$ cat src/rtl/issue_pkg.sv
package issue_pkg;
  typedef enum logic [2:0] {
    CLS_ONE  = 3'd0,
    CLS_PAIR = 3'd1,
    CLS_SKIP = 3'd2,
    CLS_COND = 3'd3,
    CLS_LONG = 3'd4
  } icls_t;

  typedef enum logic [1:0] {
    SQ_IDLE = 2'd0,
    SQ_NEXT = 2'd1,
    SQ_TAIL = 2'd2
  } sq_state_t;
endpackage

$ cat src/rtl/issue_hold.sv
module issue_hold #(
  parameter int WORD_W = 24
) (
  input  logic              clk,
  input  logic              rst,
  input  logic              clr,
  input  logic              load,
  input  logic [WORD_W-1:0] d,
  output logic              vld,
  output logic [WORD_W-1:0] q
);
  always_ff @(posedge clk) begin
    if (rst || clr) begin
      vld <= 1'b0;
    end else if (load) begin
      vld <= 1'b1;
    end
  end

  always_ff @(posedge clk) begin
    if (load) q <= d;
  end
endmodule

$ cat src/rtl/issue_bubble.sv
module issue_bubble #(
  parameter int CNT_W = 2
) (
  input  logic             clk,
  input  logic             rst,
  input  logic             clr,
  input  logic             load,
  input  logic [CNT_W-1:0] load_val,
  input  logic             dec,
  output logic             busy
);
  logic [CNT_W-1:0] cnt;

  always_ff @(posedge clk) begin
    if (rst || clr) begin
      cnt <= '0;
    end else if (load) begin
      cnt <= load_val;
    end else if (dec && cnt != '0) begin
      cnt <= cnt - 1'b1;
    end
  end

  assign busy = (cnt != '0);
endmodule

$ cat src/rtl/issue_squash.sv
module issue_squash
  import issue_pkg::*;
(
  input  logic clk,
  input  logic rst,
  input  logic clr,
  input  logic arm,
  input  logic eat,
  input  logic eat_pair,
  output logic active
);
  sq_state_t st;

  always_ff @(posedge clk) begin
    if (rst || clr) begin
      st <= SQ_IDLE;
    end else begin
      unique case (st)
        SQ_IDLE: if (arm) st <= SQ_NEXT;
        SQ_NEXT: if (eat) st <= eat_pair ? SQ_TAIL : SQ_IDLE;
        SQ_TAIL: if (eat) st <= SQ_IDLE;
        default: st <= SQ_IDLE;
      endcase
    end
  end

  assign active = (st != SQ_IDLE);
endmodule

$ cat src/rtl/issue_seq.sv
module issue_seq
  import issue_pkg::*;
#(
  parameter int WORD_W = 24,
  parameter int MARK_W = 8,
  parameter int CNT_W  = 2
) (
  input  logic                  clk,
  input  logic                  rst,
  input  logic                  flush,
  input  logic                  in_valid,
  output logic                  in_ready,
  input  logic [WORD_W-1:0]     in_word,
  input  logic [2:0]            in_cls,
  input  logic                  in_cond,
  input  logic [1:0]            in_xtra,
  output logic                  out_valid,
  input  logic                  out_ready,
  output logic [2*WORD_W-1:0]   out_op,
  output logic                  out_bubble
);
  localparam int OP_W = 2 * WORD_W;

  icls_t             cls;
  logic              stray;
  logic              hold_vld;
  logic [WORD_W-1:0] hold_q;
  logic              hold_load, hold_done;
  logic              bub_busy, bub_load, bub_dec;
  logic [CNT_W-1:0]  bub_val;
  logic              sq_active, sq_arm, sq_eat;

  assign cls   = icls_t'(in_cls);
  assign stray = (in_word[WORD_W-1 -: MARK_W] == '0);

  issue_hold #(.WORD_W(WORD_W)) u_hold (
    .clk(clk), .rst(rst), .clr(flush || hold_done), .load(hold_load),
    .d(in_word), .vld(hold_vld), .q(hold_q)
  );

  issue_bubble #(.CNT_W(CNT_W)) u_bub (
    .clk(clk), .rst(rst), .clr(flush), .load(bub_load),
    .load_val(bub_val), .dec(bub_dec), .busy(bub_busy)
  );

  issue_squash u_sq (
    .clk(clk), .rst(rst), .clr(flush), .arm(sq_arm), .eat(sq_eat),
    .eat_pair(cls == CLS_PAIR), .active(sq_active)
  );

  always_comb begin
    out_valid  = 1'b0;
    out_op     = '0;
    out_bubble = 1'b0;
    in_ready   = 1'b0;
    hold_load  = 1'b0;
    hold_done  = 1'b0;
    bub_load   = 1'b0;
    bub_val    = '0;
    bub_dec    = 1'b0;
    sq_arm     = 1'b0;
    sq_eat     = 1'b0;
    if (flush) begin
      out_valid = 1'b0;
    end else if (bub_busy) begin
      out_valid  = 1'b1;
      out_bubble = 1'b1;
      bub_dec    = out_ready;
    end else if (in_valid) begin
      if (sq_active) begin
        out_valid  = 1'b1;
        out_bubble = 1'b1;
        in_ready   = out_ready;
        sq_eat     = out_ready;
      end else if (hold_vld) begin
        out_valid = 1'b1;
        out_op    = {hold_q, in_word};
        in_ready  = out_ready;
        if (out_ready) begin
          hold_done = 1'b1;
          bub_load  = 1'b1;
          bub_val   = CNT_W'(1);
        end
      end else if (cls == CLS_PAIR) begin
        in_ready  = 1'b1;
        hold_load = 1'b1;
      end else begin
        out_valid = 1'b1;
        out_op    = stray ? '0 : {in_word, {WORD_W{1'b0}}};
        in_ready  = out_ready;
        if (out_ready) begin
          unique case (cls)
            CLS_COND: begin
              bub_load = in_cond;
              bub_val  = CNT_W'(1);
            end
            CLS_LONG: begin
              bub_load = 1'b1;
              bub_val  = (in_xtra == 2'b10) ? CNT_W'(2) : CNT_W'(1);
            end
            CLS_SKIP: sq_arm = in_cond;
            default: ;
          endcase
        end
      end
    end
  end
endmodule

$ cat config.mk
export PLATFORM = sky130hd
export DESIGN_NAME = issue_seq
export DESIGN_NICKNAME = d
export VERILOG_FILES = /design/src/rtl/issue_pkg.sv /design/src/rtl/issue_hold.sv /design/src/rtl/issue_bubble.sv /design/src/rtl/issue_squash.sv /design/src/rtl/issue_seq.sv
export SDC_FILE = /design/constraint.sdc
export NUM_CORES = 1
export LEC_CHECK = 0
export BUFFER_PORTS_ARGS = -buffer_cell sky130_fd_sc_hd__buf_4
export CAP_MARGIN = 20
export CORE_ASPECT_RATIO = 0.5
export CORE_MARGIN = 3
export CORE_UTILIZATION = 45
export DETAILED_ROUTE_END_ITERATION = 8
export GPL_TIMING_DRIVEN = 0
export PLACE_DENSITY = 0.8
export SLEW_MARGIN = 20
export SYNTH_ARGS = -nofsm -noshare
export SYNTH_HDL_FRONTEND = slang
export SYNTH_SLANG_ARGS = --single-unit
$ cat constraint.sdc
create_clock -name clk -period 2.3 [get_ports clk]
set_clock_uncertainty 0.2 [all_clocks]
set_input_delay 0.46 -clock clk [delete_from_list [all_inputs] [get_ports clk]]
set_output_delay 0.46 -clock clk [all_outputs]
set_load 0.005 [all_outputs]
== After elaboration in Yosys (flattened, before gate mapping) ==
Cells that the tools add are included.
W data, S select, Z words.

* Eq/ne operators: 10
* Add/subtract/negate cells: 1
* Multiplexer cells: 74
* Reduce and logical (&&, ||, !) cells: 10

{| class="wikitable"
|+ Operators with widths
! cell !! count
|-
| $mux W48 || 7
|-
| $mux W1 || 50
|-
| $mux W2 || 14
|-
| $logic_not A8 Y1 || 1
|-
| $eq A3 B2 Y1 const B || 2
|-
| $ne A2 B2 Y1 const B || 3
|-
| $pmux W2 S3 || 1
|-
| $reduce_bool A2 Y1 || 3
|-
| $eq A2 B2 Y1 const B || 2
|-
| $pmux W2 S2 || 1
|-
| $eq A3 B1 Y1 const B || 1
|-
| $eq A3 B3 Y1 const B || 1
|-
| $logic_or A1 B1 Y1 || 3
|-
| $reduce_and A3 Y1 || 1
|-
| $eq A2 B1 Y1 const B || 1
|-
| $logic_not A2 Y1 || 1
|-
| $pmux W1 S2 || 1
|-
| $sub A2 B1 Y2 const B || 1
|-
| $logic_and A1 B1 Y1 || 1
|}

* Input port bits: 35
* Word-level logic and storage cells: 99
* Output and inout port bits: 51
* Flip-flop bits (word level): 29

== Depth between registers and ports, before layout ==
Gate-level depths: netlist (run 1).

* Depth in word-level cells: 11
* Mapped depth: 7
* Mapped depth without buffers: 6

== Cells and area by module ==
From an unflattened synthesis (run 1), not the netlist that was laid out.

* Cells, all modules: 165
* Area total of the unflattened synthesis: 1735.4 µm²

{| class="wikitable"
|+ Modules (own cells, without submodules)
! module !! cells each !! times used !! area an instance (µm²) !! seq. area each (µm²)
|-
| issue_hold || 27 || 1 || 754.5 || 740.7
|-
| issue_seq || 114 || 1 || 747.0 || 0.0
|-
| issue_bubble || 15 || 1 || 135.1 || 40.0
|-
| issue_squash || 9 || 1 || 98.8 || 40.0
|}

== Worst setup path after synthesis (run 1) ==
OpenSTA, ideal clock, no wires.

* Kind: input to register
* From: in in_cls[2]
* To: reg u_hold.q[0], enable pin
* Cell stages on the path: 3
* Library setup time: 0.383 ns
* Required time: 1.717 ns
* Buffers on the path: 0
* Data arrival time: 1.581 ns
* Setup slack: 0.136 ns
* Path through: nor3b_2 -> and3b_1 -> and2_1

* Word-level cells in the longest chain between the ends: 7

{| class="wikitable"
|+ Ends and longest elaborated chain
! element !! line !! source
|-
| from (decl) || issue_seq.sv:14 || <nowiki>input logic [2:0] in_cls,</nowiki>
|-
| $eq A3 B1 Y1 || issue_seq.sv:84 || <nowiki>end else if (cls == CLS_PAIR) begin</nowiki>
|-
| $mux W1 || issue_seq.sv:84 ||
|-
| $mux W1 || issue_seq.sv:75 || <nowiki>end else if (hold_vld) begin</nowiki>
|-
| $mux W1 || issue_seq.sv:70 || <nowiki>if (sq_active) begin</nowiki>
|-
| $mux W1 || issue_seq.sv:69 || <nowiki>end else if (in_valid) begin</nowiki>
|-
| $mux W1 || issue_seq.sv:65 || <nowiki>end else if (bub_busy) begin</nowiki>
|-
| $mux W1 || issue_seq.sv:63 || <nowiki>if (flush) begin</nowiki>
|-
| named net hold_load || issue_seq.sv:28 || <nowiki>logic hold_load, hold_done;</nowiki>
|-
| to (signal assigned) || issue_hold.sv:21 || <nowiki>if (load) q <= d;</nowiki>
|-
| to (decl) || issue_hold.sv:10 || <nowiki>output logic [WORD_W-1:0] q</nowiki>
|}

The timed path passes the listed nets, and every way through them passes these cells.
A chain may end at the register's enable or synchronous reset.

== Worst setup path in the final report (run 1) ==
* From: in in_word[19]
* To: out out_op[34]

* Word-level cells in the longest chain between the ends: 8

{| class="wikitable"
|+ Ends and longest elaborated chain
! element !! line !! source
|-
| from (decl) || issue_seq.sv:13 || <nowiki>input logic [WORD_W-1:0] in_word,</nowiki>
|-
| $logic_not A8 Y1 || issue_seq.sv:34 || <nowiki>assign stray = (in_word[WORD_W-1 -: MARK_W] == '0);</nowiki>
|-
| $mux W48 || issue_seq.sv:89 || <nowiki>out_op = stray ? '0 : {in_word, {WORD_W{1'b0}}};</nowiki>
|-
| $mux W48 || issue_seq.sv:84 ||
|-
| $mux W48 || issue_seq.sv:75 ||
|-
| $mux W48 || issue_seq.sv:70 ||
|-
| $mux W48 || issue_seq.sv:69 ||
|-
| $mux W48 || issue_seq.sv:65 ||
|-
| $mux W48 || issue_seq.sv:63 ||
|-
| to (decl) || issue_seq.sv:19 || <nowiki>output logic [2*WORD_W-1:0] out_op,</nowiki>
|}

No other way between the ends.

==> flow_summary_export.csv, run 1 <==
group,metric,value,unit
synthesis,avgSynthCellArea,10.4,um^2
layout,seq_area,825,um^2
placement,gp_congestion,0.856,
min_path,worstHoldPathType,"input pin to register",
synthesis,synth-seq-area-share,0.502,
floorplanning,fp.dieW,91.3,um
synthesis,ys_warn_count,0,
timing,max_freq,426,MHz
layout,instances_no_fill,305,
min_path,holdPathEnd,"u_sq.st[0]$_SDFFE_PP0P_",
critical_path,critical_path_class,"input pin to output port",
critical_path,endpoint_kind,"output port",
detailed_routing,vias,1761,
clock_tree,clkSlewWorstSetupHoldPaths,0.06,ns
floorplanning,dieArea,4440,um^2
global_routing,grt_pass1_wl,8.11,mm
synthesis,synth_fp_nets,193,
floorplanning,core-area,3220,um^2
critical_path,rr_endpoint,"u_hold.q[22]$_DFFE_PP_",
floorplanning,start_util,0.508,
synthesis,syn_area,1640,um^2
layout,area_delta_synth_final,69.6,%
global_routing,grt_max_degree,25,
floorplanning,fp.dieH,48.6,um
detailed_routing,first_pass_iters,4,
job,drv_cap,0,
synthesis,synthTopCellsByArea,"edfxtp_1, a22oi_1, and2_1",
clock_tree,cts_buffers,5,
critical_path,reg2reg_from,"u_bub.cnt[1]$_SDFFE_PP0P_",
layout,multiInputGateArea,907,um^2
timing,drv_slew,0,
clock_tree,clock_path_buffers,2,
global_routing,antenna_found_initial,0,
detailed_routing,vias_per_cell,5.77,
min_path,min_path_cells,2,
placement,dp_cells,290,
global_routing,grt_pass1_vias,1567,
detailed_routing,wire_per_inst,20.4,um
global_routing,grt_usage,0.233,
timing,setup_ws,-0.0479,ns
synthesis,synth_edf_count,24,
synthesis,synth.distinct_cells,40,
synthesis,ys_seq_elements,29,
clock_tree,htreeDepth,2,
layout,final_nets,293,
critical_path,r2r_slack,0.19,ns
placement,numPortBuffers,85,
detailed_routing,drc_errors,0,
floorplanning,pin_count,86,
placement,dpl_worst_slack,-0.357,ns
power,vdd_drop_max,0.294,mV
timing,hold_violations,0,
detailed_routing,first_iter_violations,117,
critical_path,cp-start-kind,"input pin",
synthesis,synthCells,157,
global_routing,grt_overflow,0,
timing,slew_headroom,0.615,
critical_path,crit_fanout,6,
clock_tree,tritoncts,"done",
timing,finalSetupViolCount,27,
timing,worstMarginPinSlew,0.578,ns
synthesis,synth_flop_cell,"edfxtp_1",
min_path,hp-start,"rst",
critical_path,arrival,1.69,ns
timing,rsz0062_at_grt,"true",
layout,drive_above_1_share,0.607,
critical_path,worst_r2r_path_depth,6,
clock_tree,clkLatencyLatePin,0.28,ns
detailed_routing,wl,6.23,mm
power,pwr_density_cell,429,nW/um^2
synthesis,async_reset_ff_frac,0,
detailed_routing,antenna_left,0,
synthesis,synth.top_cell.area_share,0.440,
critical_path,critical_path_required,1.64,ns
status,outcome,"finished, violations left",
layout,fin_area,2780,um^2
placement,dpl_cell_area,2330,um^2
layout,fillers,187,
clock_tree,cts.root.buffer_cell,"clkbuf_8",
timing,period_minus_slack,2.35,ns
layout,diodes,0,
clock_tree,clock-sinks,29,
layout,final_common_cell,"buf_4",
critical_path,cp-startpoint,"in_word[19]",
placement,dpl.hpwl,3.49,mm
status,violations,"setup timing",
power,p_leak,1.20,nW
floorplanning,fp-row-count,14,
synthesis,synth_largest_area_cell,"edfxtp_1",
layout,final_cell_mix,"buf_4, buf_6, nor2_1, and2_4, edfxtp_1",
timing,fin_crit_sh,1.02,
## worst max-delay path by stage
stage | to | cells after the start | slack (ns)
after global placement | u_hold.q[1]$_DFFE_PP_ | 4 | -0.33
after CTS | out_op[0] | 8 | -0.06
final | out_op[34] | 7 | -0.05
after global routing | out_op[34] | 7 | -0.11
after detailed placement | u_hold.q[2]$_DFFE_PP_ | 4 | -0.36
after floorplan | u_hold.q[0]$_DFFE_PP_ | 3 | 0.14
## critical path, cell delays in order
cell and delay (ns):
buf_4 0.14, nor4_4 0.36, a211oi_4 0.13, buf_6 0.17, a22oi_1 0.21, nor2_1 0.08, buf_4 0.14
## per-stage QoR
stage          total power [mW]   util  hold slack [ns]  setup TNS [ns]
3_3_place_gp              0.757  0.724            0.356           -9.73
5_1_grt                    1.23  0.861            0.161           -1.80
2_1_floorplan             0.653      -            0.302               0
3_5_place_dp              0.761  0.724            0.361          -10.71
6_report                   1.19  0.861            0.162          -0.436
4_1_cts                    1.16  0.835            0.163           -1.17
## cells by family after synthesis
logic type | after synthesis | share of synthesized area
AND/OR/NAND/NOR | 78 | 0.271
flip-flops | 29 | 0.502
buffers and inverters | 11 | 0.0344
AO/OA/AOI/OAI | 37 | 0.180
XOR/XNOR | 1 | 0.00535
adder cells (fa/ha/maj) | 1 | 0.00764
## Yosys cell counts, types with 2 or more instances
cell       n
nor3b_2    2
and2_1    25
nand2_1    4
buf_1      2
edfxtp_1  24
nor3b_1    2
inv_1      2
and3b_1    2
nor2_1    27
buf_2      4
clkbuf_2   2
a22oi_1   25
nor4_1     3
nand2b_1   2
a21oi_1    2
dfxtp_1    5
## what timing repair did
action / CTS / global route
cloned: 2 / 0
pin swaps: 22 / 8
setup buffers: 7 / 0
setup endpoints to repair: 72 / 50
resized for setup: 61 / 31
hold buffers: 0 / 0
endpoints found under the hold margin: 0 / 0
## layer usage
metal | GRT usage | vias to the layer above | routed length (um)
li1 | - | 784 | -
met1 | 0.289 | 878 | 2370
met2 | 0.413 | 83 | 3370
met3 | 0.0495 | 16 | 378
met4 | 0.0650 | 0 | 103
met5 | 0 | - | 0
## power breakdown
part           switching (mW)  leakage, nW  total, mW  internal (mW)
clock network           0.199       0.0387      0.403          0.204
logic                   0.103        0.905      0.210          0.106
registers             0.00219        0.259      0.576          0.574
## layout make-up
class,count,area share
Inverter,2,0.00271
Buffer,8,0.0293
Clock inverter,1,0.00135
Timing Repair Buffer,94,0.295
Tap cell,48,0.0216
Clock buffer,6,0.0261
Multi-Input combinational cell,117,0.327
Sequential cell,29,0.297
## registers in the layout, summed over array words and instances, names as in the netlist
name        count
u_bub.cnt       2
u_hold.q       24
u_sq.st         2
u_hold.vld      1
(Power assumes the default switching activity.)
==> run 2: changes to the inputs <==
--- a/config.mk
+++ b/config.mk
@@ -13,6 +13,7 @@
 export DETAILED_ROUTE_END_ITERATION = 8
 export GPL_TIMING_DRIVEN = 0
 export PLACE_DENSITY = 0.8
+export SKIP_CTS_REPAIR_TIMING = 1
 export SLEW_MARGIN = 20
 export SYNTH_ARGS = -nofsm -noshare
 export SYNTH_HDL_FRONTEND = slang
==> run 2 against run 1 <==
  * The run still ends with setup timing left
  * Total power rose by 0.25%
  * Final cell count rose by 1.3%
  * First-iteration DRC count rose by 29%
  * Critical endpoint is now out_op[1]
  * Sequential share of layout area fell by 0.37 points
  * Sequential cell count did not move
  * Worst setup slack got worse by 0.056 ns
  * Largest power group unchanged
  * Routed wire length fell by 4.7%
  * Non-clock buffer count rose by 4
  * Core utilization rose by 1.1 points
  * Critical path depth rose by 1
  * Design area rose by 1.3%
==> flow_summary_export.csv, run 2 (synthesis gave the netlist of run 1 again) <==
group,metric,value,unit
status,outcome,"finished, violations left",
status,violations,"setup timing",
floorplanning,core-area,3220,um^2
power,comb_power_share,0.187,
power,p_sw_frac,0.249,
timing,drv_slew,0,
floorplanning,fp-row-count,14,
placement,numPortBuffers,85,
timing,rsz0062_at_grt,"true",
timing,slew_headroom,0.605,
global_routing,grt_usage,0.199,
floorplanning,dieArea,4440,um^2
clock_tree,clock_path_buffers,2,
layout,diodes,0,
layout,area_delta_synth_final,71.7,%
floorplanning,pin_count,86,
layout,drive_above_1_share,0.617,
placement,dp_cells,290,
layout,instances_no_fill,309,
detailed_routing,vias_per_cell,5.71,
power,power.switching,296,uW
detailed_routing,wl,5.94,mm
min_path,hp-start,"in_word[1]",
detailed_routing,drc_errors,0,
clock_tree,clkLatencyLatePin,0.28,ns
timing,finalSetupViolCount,25,
critical_path,reg2reg_from,"u_sq.st[0]$_SDFFE_PP0P_",
placement,gp_congestion,0.856,
critical_path,arrival,1.74,ns
timing,setup_ws,-0.103,ns
detailed_routing,first_iter_violations,151,
global_routing,grt_max_degree,25,
critical_path,crit_fanout,6,
clock_tree,clock-sinks,29,
global_routing,grt_pass1_vias,1420,
critical_path,critical_path_class,"register to output port",
timing,max_freq,416,MHz
timing,fin_crit_sh,1.04,
global_routing,grt_pass1_wl,7.04,mm
detailed_routing,first_pass_iters,4,
detailed_routing,vias,1763,
power,pwr_density_cell,424,nW/um^2
layout,fin_area,2810,um^2
layout,final_common_cell,"buf_4",
clock_tree,cts_buffers,5,
layout,final_cell_mix,"buf_4, buf_6, edfxtp_1, nor2_1, and2_4",
critical_path,cp-start-kind,"register",
placement,dpl.hpwl,3.49,mm
global_routing,antenna_found_initial,0,
clock_tree,htreeDepth,2,
detailed_routing,antenna_left,0,
job,drv_cap,0,
power,intPower,896,uW
floorplanning,start_util,0.508,
critical_path,critical_path_required,1.64,ns
timing,period_minus_slack,2.40,ns
layout,final_nets,297,
floorplanning,fp.dieH,48.6,um
floorplanning,fp.dieW,91.3,um
timing,worstMarginPinSlew,0.593,ns
layout,largest_reg_flops,24,
power,vdd_drop_max,0.285,mV
placement,dpl_cell_area,2330,um^2
layout,largest-register,"u_hold.q",
detailed_routing,wire_per_inst,19.2,um
power,pwr-share-seq,0.484,
layout,top_regs,"u_hold.q (24), u_bub.cnt (2), u_sq.st (2)",
power,clockPowerShare,0.329,
min_path,worstHoldPathType,"input pin to register",
clock_tree,cts.root.buffer_cell,"clkbuf_8",
critical_path,cp-startpoint,"u_bub.cnt[1]$_SDFFE_PP0P_",
critical_path,endpoint_kind,"output port",
global_routing,grt_overflow,0,
clock_tree,clkSlewWorstSetupHoldPaths,0.07,ns
clock_tree,tritoncts,"done",
timing,hold_violations,0,
power,p_leak,1.21,nW
## run 2: cell count changes in the layout (fill, tap and decap cells not counted), moves of 5 or more
cell,before,now
a22oi_1,22,16
a22oi_2,3,9
and2_1,0,5
and2_4,25,20
## run 2: layout make-up
cell class	count	area, um^2
multi-input combinational	117	927
timing repair buffer	97	830
sequential	29	825
fill	174	413
buffer	9	85.1
clock buffer	6	72.6
tap	48	60.1
inverter	2	7.51
clock inverter	1	3.75
## run 2: worst max-delay path: stages, from the launching register on
cell and delay, ns:
dfxtp_2 0.34, inv_2 0.04, ha_4 0.16, and3b_1 0.16
buf_6 0.13, and3_4 0.21, buf_4 0.15, and2_1 0.15
buf_4 0.13
## run 2: final timing paths
check                                  to  slack [ns]  cells past startpoint
setup / recovery                out_op[1]       -0.10                      8
hold / removal      u_hold.q[1]$_DFFE_PP_        0.17                      1
setup reg to reg   u_hold.q[14]$_DFFE_PP_        0.28                      3
hold reg to reg   u_sq.st[0]$_SDFFE_PP0P_        0.40                      2
## run 2: per-stage QoR
step | util | hold slack (ns) | total power [mW] | worst slack [ns] | TNS (ns)
finish | 0.872 | 0.168 | 1.19 | -0.103 | -1.67
global route | 0.872 | 0.157 | 1.24 | -0.164 | -3.58
CTS | 0.748 | 0.163 | 1.15 | -0.351 | -14.09
detailed placement | 0.724 | 0.361 | 0.761 | -0.357 | -10.71
global placement | 0.724 | 0.356 | 0.757 | -0.334 | -9.73
floorplan | - | 0.302 | 0.653 | 0.136 | 0
## run 2: power by group through the flow
| stage | Sequential (mW) | Clock (mW) | Combinational, mW |
|---|---|---|---|
| 2_1_floorplan | 0.587 | 0 | 0.0665 |
| 3_3_place_gp | 0.587 | 0 | 0.170 |
| 3_5_place_dp | 0.587 | 0 | 0.174 |
| 4_1_cts | 0.576 | 0.397 | 0.174 |
| 5_1_grt | 0.577 | 0.423 | 0.237 |
| 6_report | 0.577 | 0.392 | 0.223 |
## run 2: metal layers
metal / vias up / part of all wire / GRT usage
li1: 792 / - / -
met1: 871 / 0.39 / 0.242
met2: 89 / 0.52 / 0.353
met3: 11 / 0.069 / 0.0495
met4: 0 / 0.014 / 0.0525
met5: - / 0 / 0
==> run 3: changes to the inputs <==
==> constraint.sdc (replaced) <==
create_clock -name clk -period 2.7 [get_ports clk]
set_clock_uncertainty 0.2 [all_clocks]
set_input_delay 0.54 -clock clk [delete_from_list [all_inputs] [get_ports clk]]
set_output_delay 0.54 -clock clk [all_outputs]
set_load 0.005 [all_outputs]
==> run 3 against run 2 <==
  * Core utilization is 11 points lower
  * Register-to-register slack better by 0.11 ns
  * Sequential power shrank 15%
  * Critical endpoint is now out_op[24]
  * Clock power is 16% lower
  * Largest cell class is now flip-flops and latches
  * Sequential cell count stayed put
  * The flow now finishes without violations
==> flow_summary_export.csv, run 3 (synthesis gave the netlist of run 1 again) <==
group,metric,value,unit
timing,drv_slew,0,
layout,final_common_cell,"buf_4",
timing,rsz0062_at_grt,"false",
layout,instances_no_fill,297,
critical_path,crit_slowest_cell,"nor4_2",
clock_tree,tritoncts,"done",
critical_path,critical_path_class,"input pin to output port",
clock_tree,clkSlewWorstSetupHoldPaths,0.06,ns
critical_path,r2r_slack,0.39,ns
clock_tree,clock-sinks,29,
job,drv_cap,0,
layout,final_nets,285,
critical_path,cpLargestDelayFamily,"buffers and inverters",
timing,max_freq,383,MHz
timing,finalSetupTns,0,ns
critical_path,critical_path_required,1.96,ns
critical_path,path_cells,"buf_4 > nor4_2 > a211oi_4 > buf_2 > a22oi_1 > nor2_1 > buf_4",
layout,fillers,273,
clock_tree,htreeDepth,2,
layout,diodes,0,
placement,dp_cells,290,
layout,largest-register,"u_hold.q",
clock_tree,cts_buffers,5,
status,outcome,"completed",
layout,area_delta_synth_final,49.2,%
global_routing,antenna_found_initial,0,
detailed_routing,wl,4.54,mm
layout,fin_area,2440,um^2
placement,dpl.hpwl,3.49,mm
detailed_routing,wire_per_inst,15.3,um
power,vdd_drop_max,0.238,mV
placement,numPortBuffers,85,
timing,worstMarginPinSlew,1.05,ns
critical_path,crit_fanout,10,
timing,slew_headroom,0.300,
global_routing,grt_max_degree,25,
timing,finalSetupViolCount,0,
placement,dpl_cell_area,2330,um^2
critical_path,endpoint_kind,"output port",
global_routing,grt_overflow,0,
timing,period_minus_slack,2.61,ns
clock_tree,clkLatencyLatePin,0.27,ns
floorplanning,fp.dieH,48.6,um
timing,fin_crit_sh,0.968,
detailed_routing,first_iter_violations,92,
floorplanning,core-area,3220,um^2
critical_path,crit_buf_inv,3,
layout,largest_reg_flops,24,
critical_path,cp-start-kind,"input pin",
power,pwr_density_cell,397,nW/um^2
clock_tree,clock_path_buffers,2,
power,p_leak,1.08,nW
critical_path,crit_path_frequent_cell,"buf_4",
critical_path,slowest_delay,0.41,ns
floorplanning,dieArea,4440,um^2
floorplanning,fp-row-count,14,
min_path,worstHoldPathType,"input pin to register",
layout,top_regs,"u_hold.q (24), u_bub.cnt (2), u_sq.st (2)",
floorplanning,fp.dieW,91.3,um
clock_tree,cts.root.buffer_cell,"clkbuf_8",
layout,final_cell_mix,"buf_4, nor2_1, and2_1, a22oi_1, edfxtp_1",
critical_path,arrival,1.87,ns
detailed_routing,vias,1565,
detailed_routing,drc_errors,0,
global_routing,grt_usage,0.199,
global_routing,grt_pass1_wl,7.04,mm
timing,hold_violations,0,
placement,gp_congestion,0.856,
detailed_routing,antenna_left,0,
detailed_routing,vias_per_cell,5.27,
floorplanning,start_util,0.508,
floorplanning,pin_count,86,
global_routing,grt_pass1_vias,1420,
layout,drive_above_1_share,0.442,
power,power,970,uW
detailed_routing,first_pass_iters,4,
==> run 3: metal layers <==
metal | vias to the layer above | part of all wire | track usage | wire, um
met5 | - | 0 | 0 | 0
met4 | 0 | 0.0086 | 0.0525 | 39
met3 | 6 | 0.052 | 0.0495 | 235
met2 | 51 | 0.51 | 0.353 | 2300
met1 | 744 | 0.43 | 0.242 | 1970
li1 | 764 | - | - | -
==> run 3: path summary, 6_finish.rpt <==
path                            cells past startpoint                       from                      end
worst min register to register                      2    u_sq.st[0]$_SDFFE_PP0P_  u_sq.st[0]$_SDFFE_PP0P_
worst max register to register                      5  u_bub.cnt[0]$_SDFFE_PP0P_   u_hold.q[22]$_DFFE_PP_
worst min-delay path                                1                in_word[15]   u_hold.q[15]$_DFFE_PP_
worst max-delay path                                7                in_word[19]               out_op[24]
==> run 3: where the power goes <==
group | internal (mW) | switching, mW
registers | 0.489 | 0.00144
logic | 0.0809 | 0.0701
clock network | 0.173 | 0.155
==> run 3: area by class of cell <==
type                            instances  area (um^2)  share of cell area
Sequential cell                        29          822               0.337
Timing Repair Buffer                   85          638               0.261
Buffer                                  9         55.1              0.0226
Clock inverter                          1         3.75             0.00154
Inverter                                2         7.51             0.00308
Multi-Input combinational cell        117          782               0.320
Tap cell                               48         60.1              0.0246
Clock buffer                            6         72.6              0.0297
==> run 3: worst register-to-register path, stage by stage, from the launching register on <==
cell and delay [ns]:
dfxtp_2 0.32, inv_1 0.05, ha_2 0.21, and3b_1 0.18
buf_6 0.13, and2_1 0.83
==> run 3: stage by stage <==
stage	setup slack (ns)	hold slack, ns	utilization
floorplan	0.456	0.302	-
global placement	-0.0137	0.356	0.724
detailed placement	-0.0367	0.361	0.724
CTS	-0.0313	0.243	0.748
global route	0.00372	0.236	0.757
finish	0.0858	0.253	0.757
